### config.mk
export PLATFORM = sky130hd
export DESIGN_NAME = nbcomm_unit
export DESIGN_NICKNAME = d
export VERILOG_FILES = /design/src/rtl/nbcomm_pkg.sv /design/src/rtl/nbcomm_mailbox.sv /design/src/rtl/nbcomm_route.sv /design/src/rtl/nbcomm_port.sv /design/src/rtl/nbcomm_unit.sv
export SDC_FILE = /design/constraint.sdc
export NUM_CORES = 1
export LEC_CHECK = 0
export BUFFER_PORTS_ARGS = -buffer_cell sky130_fd_sc_hd__buf_2
export CORE_MARGIN = 2
export CORE_UTILIZATION = 30
export DETAILED_ROUTE_END_ITERATION = 7
export PLACE_DENSITY_LB_ADDON = 0.08
export SYNTH_ARGS = -nofsm -noshare
export SYNTH_HDL_FRONTEND = slang
export SYNTH_SLANG_ARGS = --single-unit
### constraint.sdc
create_clock -name clk -period 2.5 [get_ports clk]
set_clock_uncertainty 0.15 [all_clocks]
set_input_delay 0.125 -clock clk [delete_from_list [all_inputs] [get_ports clk]]
set_output_delay 0.125 -clock clk [all_outputs]
set_load 0.005 [all_outputs]
### src/rtl/nbcomm_pkg.sv
package nbcomm_pkg;
  localparam int unsigned PORTS_DEF  = 2;
  localparam int unsigned NBRS_DEF   = 4;
  localparam int unsigned WORD_W_DEF = 16;

  function automatic int unsigned sel_width(input int unsigned n);
    return (n > 1) ? $clog2(n) : 1;
  endfunction
endpackage

### src/rtl/nbcomm_mailbox.sv
module nbcomm_mailbox #(
  parameter int unsigned DATA_W = 16
) (
  input  logic              clk,
  input  logic              rst_n,
  input  logic              wr_en,
  input  logic [DATA_W-1:0] wr_word,
  input  logic              take,
  output logic              full,
  output logic [DATA_W-1:0] word
);
  always_ff @(posedge clk) begin
    if (!rst_n) begin
      full <= 1'b0;
      word <= '0;
    end else begin
      if (wr_en) begin
        full <= 1'b1;
        word <= wr_word;
      end else if (full && take) begin
        full <= 1'b0;
      end
    end
  end

  // an unaccepted word stays put
  a_r10_hold_until_taken: assert property (@(posedge clk) disable iff (!rst_n)
    (full && !take) |=> (full && $stable(word)));
  // a full mailbox is never overwritten
  a_r3_no_overwrite: assert property (@(posedge clk) disable iff (!rst_n)
    wr_en |-> !full);
endmodule

### src/rtl/nbcomm_route.sv
module nbcomm_route #(
  parameter int unsigned NUM_PORTS = 2,
  parameter int unsigned NUM_NBR   = 4,
  parameter int unsigned DATA_W    = 16,
  parameter int unsigned SEL_W     = 2
) (
  input  logic [NUM_PORTS*SEL_W-1:0]  port_sel,
  input  logic [NUM_PORTS*DATA_W-1:0] port_wr_data,
  input  logic [NUM_PORTS-1:0]        rd_wants,
  input  logic [NUM_PORTS-1:0]        wr_wants,
  input  logic [NUM_PORTS-1:0]        rd_fire,
  input  logic [NUM_PORTS-1:0]        wr_fire,
  output logic [NUM_PORTS-1:0]        rd_shadow,
  output logic [NUM_PORTS-1:0]        wr_shadow,
  output logic [NUM_NBR-1:0]          link_wr_en,
  output logic [NUM_NBR*DATA_W-1:0]   link_wr_data,
  output logic [NUM_NBR-1:0]          link_rd_take
);
  // Lower port index wins; shadowing depends only on wants, so no chain.
  always_comb begin
    for (int p = 0; p < NUM_PORTS; p++) begin
      rd_shadow[p] = 1'b0;
      wr_shadow[p] = 1'b0;
      for (int q = 0; q < p; q++) begin
        if (port_sel[q*SEL_W +: SEL_W] == port_sel[p*SEL_W +: SEL_W]) begin
          if (rd_wants[q]) rd_shadow[p] = 1'b1;
          if (wr_wants[q]) wr_shadow[p] = 1'b1;
        end
      end
    end
  end

  always_comb begin
    link_wr_en   = '0;
    link_wr_data = '0;
    link_rd_take = '0;
    for (int n = 0; n < NUM_NBR; n++) begin
      for (int p = 0; p < NUM_PORTS; p++) begin
        if (port_sel[p*SEL_W +: SEL_W] == SEL_W'(n)) begin
          if (wr_fire[p]) begin
            link_wr_en[n]                   = 1'b1;
            link_wr_data[n*DATA_W +: DATA_W] = port_wr_data[p*DATA_W +: DATA_W];
          end
          if (rd_fire[p]) link_rd_take[n] = 1'b1;
        end
      end
    end
  end
endmodule

### src/rtl/nbcomm_port.sv
module nbcomm_port #(
  parameter int unsigned DATA_W = 16
) (
  input  logic              clk,
  input  logic              rst_n,
  input  logic              rd_req,
  input  logic              wr_req,
  input  logic              rd_avail,
  input  logic              wr_avail,
  input  logic              stall,
  input  logic [DATA_W-1:0] rd_word,
  output logic              rd_wants,
  output logic              wr_wants,
  output logic              rd_fire,
  output logic              wr_fire,
  output logic              blocked,
  output logic [DATA_W-1:0] rd_data
);
  logic              done_rd, done_wr;
  logic [DATA_W-1:0] held_word;

  assign rd_wants = rd_req && !done_rd;
  assign wr_wants = wr_req && !done_wr;
  assign rd_fire  = rd_wants && rd_avail;
  assign wr_fire  = wr_wants && wr_avail;
  assign blocked  = (rd_wants && !rd_avail) || (wr_wants && !wr_avail);
  assign rd_data  = rd_fire ? rd_word : held_word;

  always_ff @(posedge clk) begin
    if (!rst_n) begin
      done_rd   <= 1'b0;
      done_wr   <= 1'b0;
      held_word <= '0;
    end else begin
      if (stall) begin
        done_rd <= done_rd | rd_fire;
        done_wr <= done_wr | wr_fire;
      end else begin
        done_rd <= 1'b0;
        done_wr <= 1'b0;
      end
      if (rd_fire) held_word <= rd_word;
    end
  end

  // a blocked port always reaches the shared stall
  a_r5_blocked_stalls: assert property (@(posedge clk) disable iff (!rst_n)
    blocked |-> stall);
  // a finished read keeps its word while the engine is still stalled
  a_r9_read_held: assert property (@(posedge clk) disable iff (!rst_n)
    (rd_fire && stall) |=> (rd_data == $past(rd_word)) || !stall);
endmodule

### src/rtl/nbcomm_unit.sv
module nbcomm_unit
  import nbcomm_pkg::*;
#(
  parameter int unsigned NUM_PORTS = PORTS_DEF,
  parameter int unsigned NUM_NBR   = NBRS_DEF,
  parameter int unsigned DATA_W    = WORD_W_DEF,
  localparam int unsigned SEL_W    = sel_width(NUM_NBR)
) (
  input  logic                        clk,
  input  logic                        rst_n,
  input  logic [NUM_PORTS*SEL_W-1:0]  port_sel,
  input  logic [NUM_PORTS-1:0]        port_rd_req,
  input  logic [NUM_PORTS-1:0]        port_wr_req,
  input  logic [NUM_PORTS*DATA_W-1:0] port_wr_data,
  output logic [NUM_PORTS*DATA_W-1:0] port_rd_data,
  output logic                        stall,
  output logic [NUM_NBR-1:0]          tx_valid,
  input  logic [NUM_NBR-1:0]          tx_ready,
  output logic [NUM_NBR*DATA_W-1:0]   tx_data,
  input  logic [NUM_NBR-1:0]          rx_valid,
  output logic [NUM_NBR-1:0]          rx_ready,
  input  logic [NUM_NBR*DATA_W-1:0]   rx_data
);
  logic [NUM_PORTS-1:0]      rd_wants, wr_wants, rd_fire, wr_fire;
  logic [NUM_PORTS-1:0]      rd_shadow, wr_shadow, rd_avail, wr_avail, blocked;
  logic [NUM_NBR-1:0]        link_full, link_wr_en;
  logic [NUM_NBR*DATA_W-1:0] link_word, link_wr_data;

  assign tx_valid = link_full;
  assign tx_data  = link_word;
  assign stall    = |blocked;

  nbcomm_route #(
    .NUM_PORTS(NUM_PORTS), .NUM_NBR(NUM_NBR), .DATA_W(DATA_W), .SEL_W(SEL_W)
  ) u_route (
    .port_sel     (port_sel),
    .port_wr_data (port_wr_data),
    .rd_wants     (rd_wants),
    .wr_wants     (wr_wants),
    .rd_fire      (rd_fire),
    .wr_fire      (wr_fire),
    .rd_shadow    (rd_shadow),
    .wr_shadow    (wr_shadow),
    .link_wr_en   (link_wr_en),
    .link_wr_data (link_wr_data),
    .link_rd_take (rx_ready)
  );

  for (genvar n = 0; n < NUM_NBR; n++) begin : g_link
    nbcomm_mailbox #(.DATA_W(DATA_W)) u_box (
      .clk     (clk),
      .rst_n   (rst_n),
      .wr_en   (link_wr_en[n]),
      .wr_word (link_wr_data[n*DATA_W +: DATA_W]),
      .take    (tx_ready[n]),
      .full    (link_full[n]),
      .word    (link_word[n*DATA_W +: DATA_W])
    );

    logic [NUM_PORTS-1:0] writers;
    always_comb begin
      for (int p = 0; p < NUM_PORTS; p++)
        writers[p] = wr_fire[p] && (port_sel[p*SEL_W +: SEL_W] == SEL_W'(n));
    end

    // at most one port loads a given link per cycle
    a_r6_single_writer: assert property (@(posedge clk) disable iff (!rst_n)
      $onehot0(writers));
    // no word is taken from an empty incoming link
    a_r12_ready_needs_valid: assert property (@(posedge clk) disable iff (!rst_n)
      rx_ready[n] |-> rx_valid[n]);
  end

  for (genvar p = 0; p < NUM_PORTS; p++) begin : g_port
    logic [SEL_W-1:0]  sel;
    logic [DATA_W-1:0] word_in;
    assign sel         = port_sel[p*SEL_W +: SEL_W];
    assign word_in     = rx_data[32'(sel)*DATA_W +: DATA_W];
    assign rd_avail[p] = rx_valid[sel] && !rd_shadow[p];
    assign wr_avail[p] = !link_full[sel] && !wr_shadow[p];

    nbcomm_port #(.DATA_W(DATA_W)) u_port (
      .clk      (clk),
      .rst_n    (rst_n),
      .rd_req   (port_rd_req[p]),
      .wr_req   (port_wr_req[p]),
      .rd_avail (rd_avail[p]),
      .wr_avail (wr_avail[p]),
      .stall    (stall),
      .rd_word  (word_in),
      .rd_wants (rd_wants[p]),
      .wr_wants (wr_wants[p]),
      .rd_fire  (rd_fire[p]),
      .wr_fire  (wr_fire[p]),
      .blocked  (blocked[p]),
      .rd_data  (port_rd_data[p*DATA_W +: DATA_W])
    );

    // a pending read of an empty link holds the engine
    a_r5_empty_read: assert property (@(posedge clk) disable iff (!rst_n)
      (rd_wants[p] && !rx_valid[sel]) |-> stall);
  end

  // nothing requested means nothing stalls
  a_r1_idle_no_stall: assert property (@(posedge clk) disable iff (!rst_n)
    ((port_rd_req == '0) && (port_wr_req == '0)) |-> !stall);
endmodule

==> results.cfg, run 1 <==
[place]
globalplace.congestion = 0.873
dp_hpwl_mm = 17.0
place_ws_ns = 0.328
port_buffers = 218

[cts]
numCtsBuffers = 9
clk_latency_ns = 0.35
h-tree-depth = 3
clockBufferDepth = 2
clk_pin_slew_ns = 0.08
clkSinkCount = 104
cts-root-buf = clkbuf_16
cts_tree = yes

[yosys]
synth_edf_count = 0
synthTopCellsByArea = dfxtp_1, mux4_2, a21oi_1, o21ai_0, mux2_2
syn_avg_cell_area_um2 = 9.52
synth_largest_area_cell = dfxtp_1
synth_nets = 734
ys_ff_latch = 104
synth_seq_area_share = 0.353
yosysUniqueCellTypes = 47
netlist_area_um2 = 5900
yosys_warnings = 0
yosysTopAreaCellShare = 0.353
synthCells = 620
synth-main-ff-cell = dfxtp_1
async_reset_ff_frac = 0

[critical_path]
endpoint_kind = output port
r2r_slack_ns = 0.30
start_kind = register
required_ns = 2.23
path_max_fanout = 9
worstPathArrival_ns = 2.04
rr_endpoint = g_link[3].u_box.word[6]
ff2ff_path_depth = 5
r2r-start = g_port[0].u_port.done_wr
worstSetupPathType = register to output port

[floorplan]
floorplan.io_pins = 219
initial_utilization = 0.304
rows = 51
die_area_um2 = 20800
die_w_um = 144
die_h_um = 144
coreArea_um2 = 19400

[worst_hold_path]
hp-class = primary input to register
whs_endpoint = g_link[1].u_box.full
min-delay-start = tx_ready[1]
hold_depth = 4

[cells_and_area]
area_growth_pct = 33.7
fin_util = 0.407
nets = 952
most-common-layout-cells = buf_2, dfxtp_1, a21oi_1, o21ai_0, nand2_1
drive_above_1_share = 0.400
layout_commonest_cell = buf_2
fillers = 2001

[sta]
max_freq_mhz = 433
period_needed_ns = 2.31
period_share = 0.924
hold_viol = 0
worst_pin_slew_ns = 0.713
setup_viol = 0
slew_violations = 0
fin_tns_setup_ns = 0
relSlewSlack = 0.525
setup_slack_ns = 0.189
rsz0062_at_grt = false

[power]
power.leakage_nw = 3.26
ir_drop_v = 0.000298
powerDensity_nw_per_um2 = 578

[detailed_routing]
avgViaCountPerCell = 5.57
wl_mm = 23.2
first_pass_iters = 5
vias = 6178
drc_errors = 0
wl_per_cell_um = 20.9
drt_iter0_drc = 590
ant_nets = 0

[grt]
overflow = 0
grt_pass1_wl_mm = 34.1
antenna_found_initial = 1
grt_max_degree = 72
grt_pass1_vias = 5963
grt_use_total = 0.216

[run]
cap_violations = 0

[outcome]
status = finished, final reports clean
routing by layer:
metal / GRT usage / wire, µm / up-vias / part of all wire
met1: 0.309 / 10700 / 3054 / 0.46
met4: 0.0751 / 482 / 0 / 0.021
met3: 0.0417 / 1570 / 33 / 0.068
met2: 0.323 / 10500 / 250 / 0.45
met5: 0 / 0 / - / 0
li1: - / - / 2841 / -
stage by stage:
stage | std cells | area, µm² | hold WS (ns) | power [W]
final | 1109 | 7890 | 0.0169 | 0.00457
after global routing | 1109 | 7890 | 0.0243 | 0.00479
after CTS | 1107 | 7880 | 0.00642 | 0.00460
after detailed placement | 1066 | 7300 | 0.298 | 0.00299
after global placement | 1066 | 7300 | 0.290 | 0.00297
after floorplan | 620 | 5900 | 0.0967 | 0.00248
worst max-delay path by stage:
| stage | from | to | slack [ns] | cells after the start |
|---|---|---|---|---|
| global placement | port_sel[3] | g_link[2].u_box.word[10] | 0.42 | 6 |
| floorplan | g_port[0].u_port.done_wr | g_link[0].u_box.word[14] | 0.62 | 6 |
| CTS | g_port[0].u_port.done_wr | g_link[3].u_box.word[6] | 0.12 | 6 |
| detailed placement | port_sel[3] | g_link[2].u_box.word[8] | 0.33 | 6 |
| finish | g_link[0].u_box.full | stall | 0.19 | 5 |
| global route | g_link[0].u_box.full | stall | 0.02 | 5 |
flip-flops by register name (all words and copies together) (netlist names):
| signal | count |
|---|---|
| g_link.u_box.word | 64 |
| g_port.u_port.held_word | 32 |
| g_link.u_box.full | 4 |
| g_port.u_port.done_rd | 2 |
| g_port.u_port.done_wr | 2 |
layout make-up:
| type | count | area (µm²) | share of cell area |
|---|---|---|---|
| Clock inverter | 7 | 103 | 0.0130 |
| Clock buffer | 9 | 225 | 0.0285 |
| Inverter | 5 | 18.8 | 0.00238 |
| Timing Repair Buffer | 275 | 1620 | 0.205 |
| Antenna cell | 1 | 2.50 | 0.000317 |
| Sequential cell | 104 | 2080 | 0.264 |
| Multi-Input combinational cell | 443 | 3510 | 0.445 |
| Tap cell | 265 | 332 | 0.0420 |
cell usage after synthesis, types with 2 or more instances:
cell type,count
or2_2,3
a21oi_1,57
a2111oi_0,2
o21ai_0,51
buf_6,2
dfxtp_1,104
or3b_2,2
o211ai_1,19
nand3_1,17
or3_1,4
and2_1,16
nand3b_1,3
nand2b_1,8
clkbuf_1,35
mux4_2,36
a32oi_1,19
inv_2,2
a211oi_1,13
xnor2_1,2
nand2_1,39
nor2b_1,9
o22ai_1,2
xor2_1,2
buf_1,5
mux2_2,18
a32o_1,16
nor2_1,4
nor2_2,2
buf_2,19
mux2i_1,15
o31ai_1,3
a31oi_1,3
o21a_1,15
a311oi_1,19
nor3_1,32
o31a_1,2
inv_1,3
buf_4,7
nor3_4,2
where the power goes:
| group | leakage [nW] | switching (W) | internal, W |
|---|---|---|---|
| Sequential | 0.850 | 0.0000613 | 0.00177 |
| Clock | 0.162 | 0.000690 | 0.000892 |
| Combinational | 2.25 | 0.000631 | 0.000519 |
| Total | 3.26 | 0.00138 | 0.00318 |
logic make-up (layout without fill, tap and decap cells):
kind of cell / Yosys count / in the layout / synth area share
xor gates and xnor gates: 4 / 4 / 0.00593
other: 0 / 1 / 0
and+or+nand+nor: 146 / 146 / 0.132
AOI/OAI and AO/OA: 224 / 224 / 0.255
DFF: 104 / 104 / 0.353
muxes: 69 / 69 / 0.197
buffers and inverters: 73 / 296 / 0.0574
timing repair:
action / CTS / global route
endpoints found under the hold margin: 35 / 0
setup buffers: 0 / 1
setup endpoints to repair: 0 / 1
hold buffers: 25 / 0
gates resized for setup: 0 / 1
worst max-delay path: stages, from the launching register on:
cell and delay (ns):
dfxtp_1 0.44, mux2i_1 0.18, o22ai_1 0.12, nor4_1 0.63, nand3_1 0.16, buf_2 0.16
Note: power is estimated with default switching activity, not from simulation.
==> run 2: changes to the inputs <==
PLACE_DENSITY_LB_ADDON = 0.2   (was 0.08)
==> run 2 against run 1 <==
Global-route usage down 0.98 points. Register-to-register slack worse by 0.06 ns. Non-clock buffer count down 5. Critical path depth down 1. Sequential share of layout area up 0.22 points. Combinational power about the same. Setup slack worse by 0.019 ns. Clock power down 6%. Final area down 0.81%. Via count down 2.9%. Critical endpoint unchanged. Highest routed layer unchanged.
==> results.cfg, run 2 (synthesized netlist as in run 1, its figures left out) <==
[outcome]
status = finished, final reports clean

[cells_and_area]
nets = 947
largest_reg_flops = 64
largestRegisters = g_link.u_box.word (64), g_port.u_port.held_word (32), g_link.u_box.full (4)
diodes = 0
fillers = 2023
drive_above_1_share = 0.400
layout_commonest_cell = buf_2
final_area_um2 = 7830
most-common-layout-cells = buf_2, dfxtp_1, a21oi_1, o21ai_0, nand2_1
area_growth_pct = 32.6
top_register = g_link.u_box.word

[power]
powerDensity_nw_per_um2 = 570
p_sw_frac = 0.326
seqPwrFrac = 0.411
power.leakage_nw = 3.22
internal_power_w = 0.00301
clkPwrFrac = 0.335
p_total_w = 0.00446
ir_drop_v = 0.000335
netSwitchingPower_w = 0.00145
p_comb_frac = 0.255

[floorplan]
die_w_um = 144
initial_utilization = 0.304
die_h_um = 144
die_area_um2 = 20800
rows = 51
floorplan.io_pins = 219
coreArea_um2 = 19400

[cts]
post-cts-setup-buffers = 0
clockBufferDepth = 2
cts-root-buf = clkbuf_16
h-tree-depth = 3
clk_latency_ns = 0.36
clkSinkCount = 104
clk_pin_slew_ns = 0.08
cts_tree = yes
numCtsBuffers = 9

[detailed_routing]
ant_nets = 0
vias = 5998
wl_per_cell_um = 20.0
drt_iter0_drc = 410
avgViaCountPerCell = 5.44
wl_mm = 22.1
drc_errors = 0
first_pass_iters = 5

[sta]
period_share = 0.932
setup_viol = 0
period_needed_ns = 2.33
relSlewSlack = 0.516
rsz0062_at_grt = false
fin_tns_setup_ns = 0
max_freq_mhz = 429
hold_viol = 0
worst_pin_slew_ns = 0.725
slew_violations = 0

[place]
globalplace.congestion = 0.857
dpl_cell_area_um2 = 7290
port_buffers = 218
dp_hpwl_mm = 16.1

[worst_hold_path]
min-delay-start = port_wr_data[26]
hp-class = primary input to register

[critical_path]
cp_slowest_stage_delay_ns = 0.53
crit_start = g_link[0].u_box.full
worstSetupPathType = register to output port
start_kind = register
path_max_fanout = 9
worstPathArrival_ns = 2.06
crit_chain = mux4_2, o21ai_0, nand3_1, buf_2
cp_top_family = multiplexers
endpoint_kind = output port
required_ns = 2.23
path_buf_inv = 1
cpMaxStageDelayCell = mux4_2
r2r-start = g_port[0].u_port.done_wr

[grt]
grt_pass1_vias = 5633
antenna_found_initial = 0
grt_max_degree = 50
overflow = 0
grt_pass1_wl_mm = 32.6
grt_use_total = 0.206

[run]
cap_violations = 0
[run 2: changes by cell type in the layout (fill, tap and decap cells not counted), sizes merged]
| cell | delta |
|---|---|
| buf | -2 |
| bufinv | -2 |
| clkinvlp | +1 |
| diode | -1 |
| dlygate4sd3 | -3 |
| inv | +1 |
[run 2: final timing paths]
kind,endpoint,slack [ns],cells past startpoint
min reg2reg,g_link[0].u_box.word[7],0.34,2
max reg2reg,g_link[0].u_box.word[13],0.24,6
max,stall,0.17,4
min,g_link[0].u_box.word[10],0.02,3
[run 2: repair_timing]
item / 4_1_cts / 5_1_grt
endpoints found under the hold margin: 42 / 0
resized for setup: 1 / 0
hold buffers: 22 / 0
setup endpoints to repair: 16 / 0
[run 2: metrics by stage]
stage / util / setup slack, ns / std cells / hold slack [ns]
2_1_floorplan: - / 0.621 / 620 / 0.0967
3_3_place_gp: 0.376 / 0.246 / 1065 / 0.286
3_5_place_dp: 0.376 / 0.207 / 1065 / 0.282
4_1_cts: 0.404 / 0.166 / 1103 / 0.00232
5_1_grt: 0.404 / 0.0154 / 1103 / 0.0174
6_report: 0.404 / 0.170 / 1103 / 0.0185
[run 2: area by class of cell]
type / instances / area [µm²] / share of cell area
Multi-Input combinational cell: 443 / 3510 / 0.449
Sequential cell: 104 / 2080 / 0.266
Timing Repair Buffer: 270 / 1570 / 0.201
Tap cell: 265 / 332 / 0.0424
Clock buffer: 9 / 225 / 0.0288
Clock inverter: 7 / 85.1 / 0.0109
Inverter: 5 / 18.8 / 0.00240
[run 2: power by group through the flow]
stage	clock, W	sequential, W	combinational (W)
global route	0.00159	0.00185	0.00123
global placement	0	0.00187	0.00110
floorplan	0	0.00186	0.000618
finish	0.00149	0.00183	0.00114
detailed placement	0	0.00187	0.00110
CTS	0.00153	0.00183	0.00113
[run 2: worst reg2reg max path, delay by kind of cell, from the launching register on]
kind,cells,cell delay (ns)
buffers and inverters,2,0.88
AOI/OAI and AO/OA,2,0.21
DFF,1,0.35
and+or+nand+nor,2,0.62
[run 2: routing by layer]
layer  vias up  part of all wire  wire length, µm  GRT usage
li1       2838                 -                -          -
met1      2919              0.45            10000      0.287
met2       215              0.47            10500      0.329
met3        26             0.057             1270     0.0354
met4         0             0.015              340     0.0562
met5         -                 0                0          0
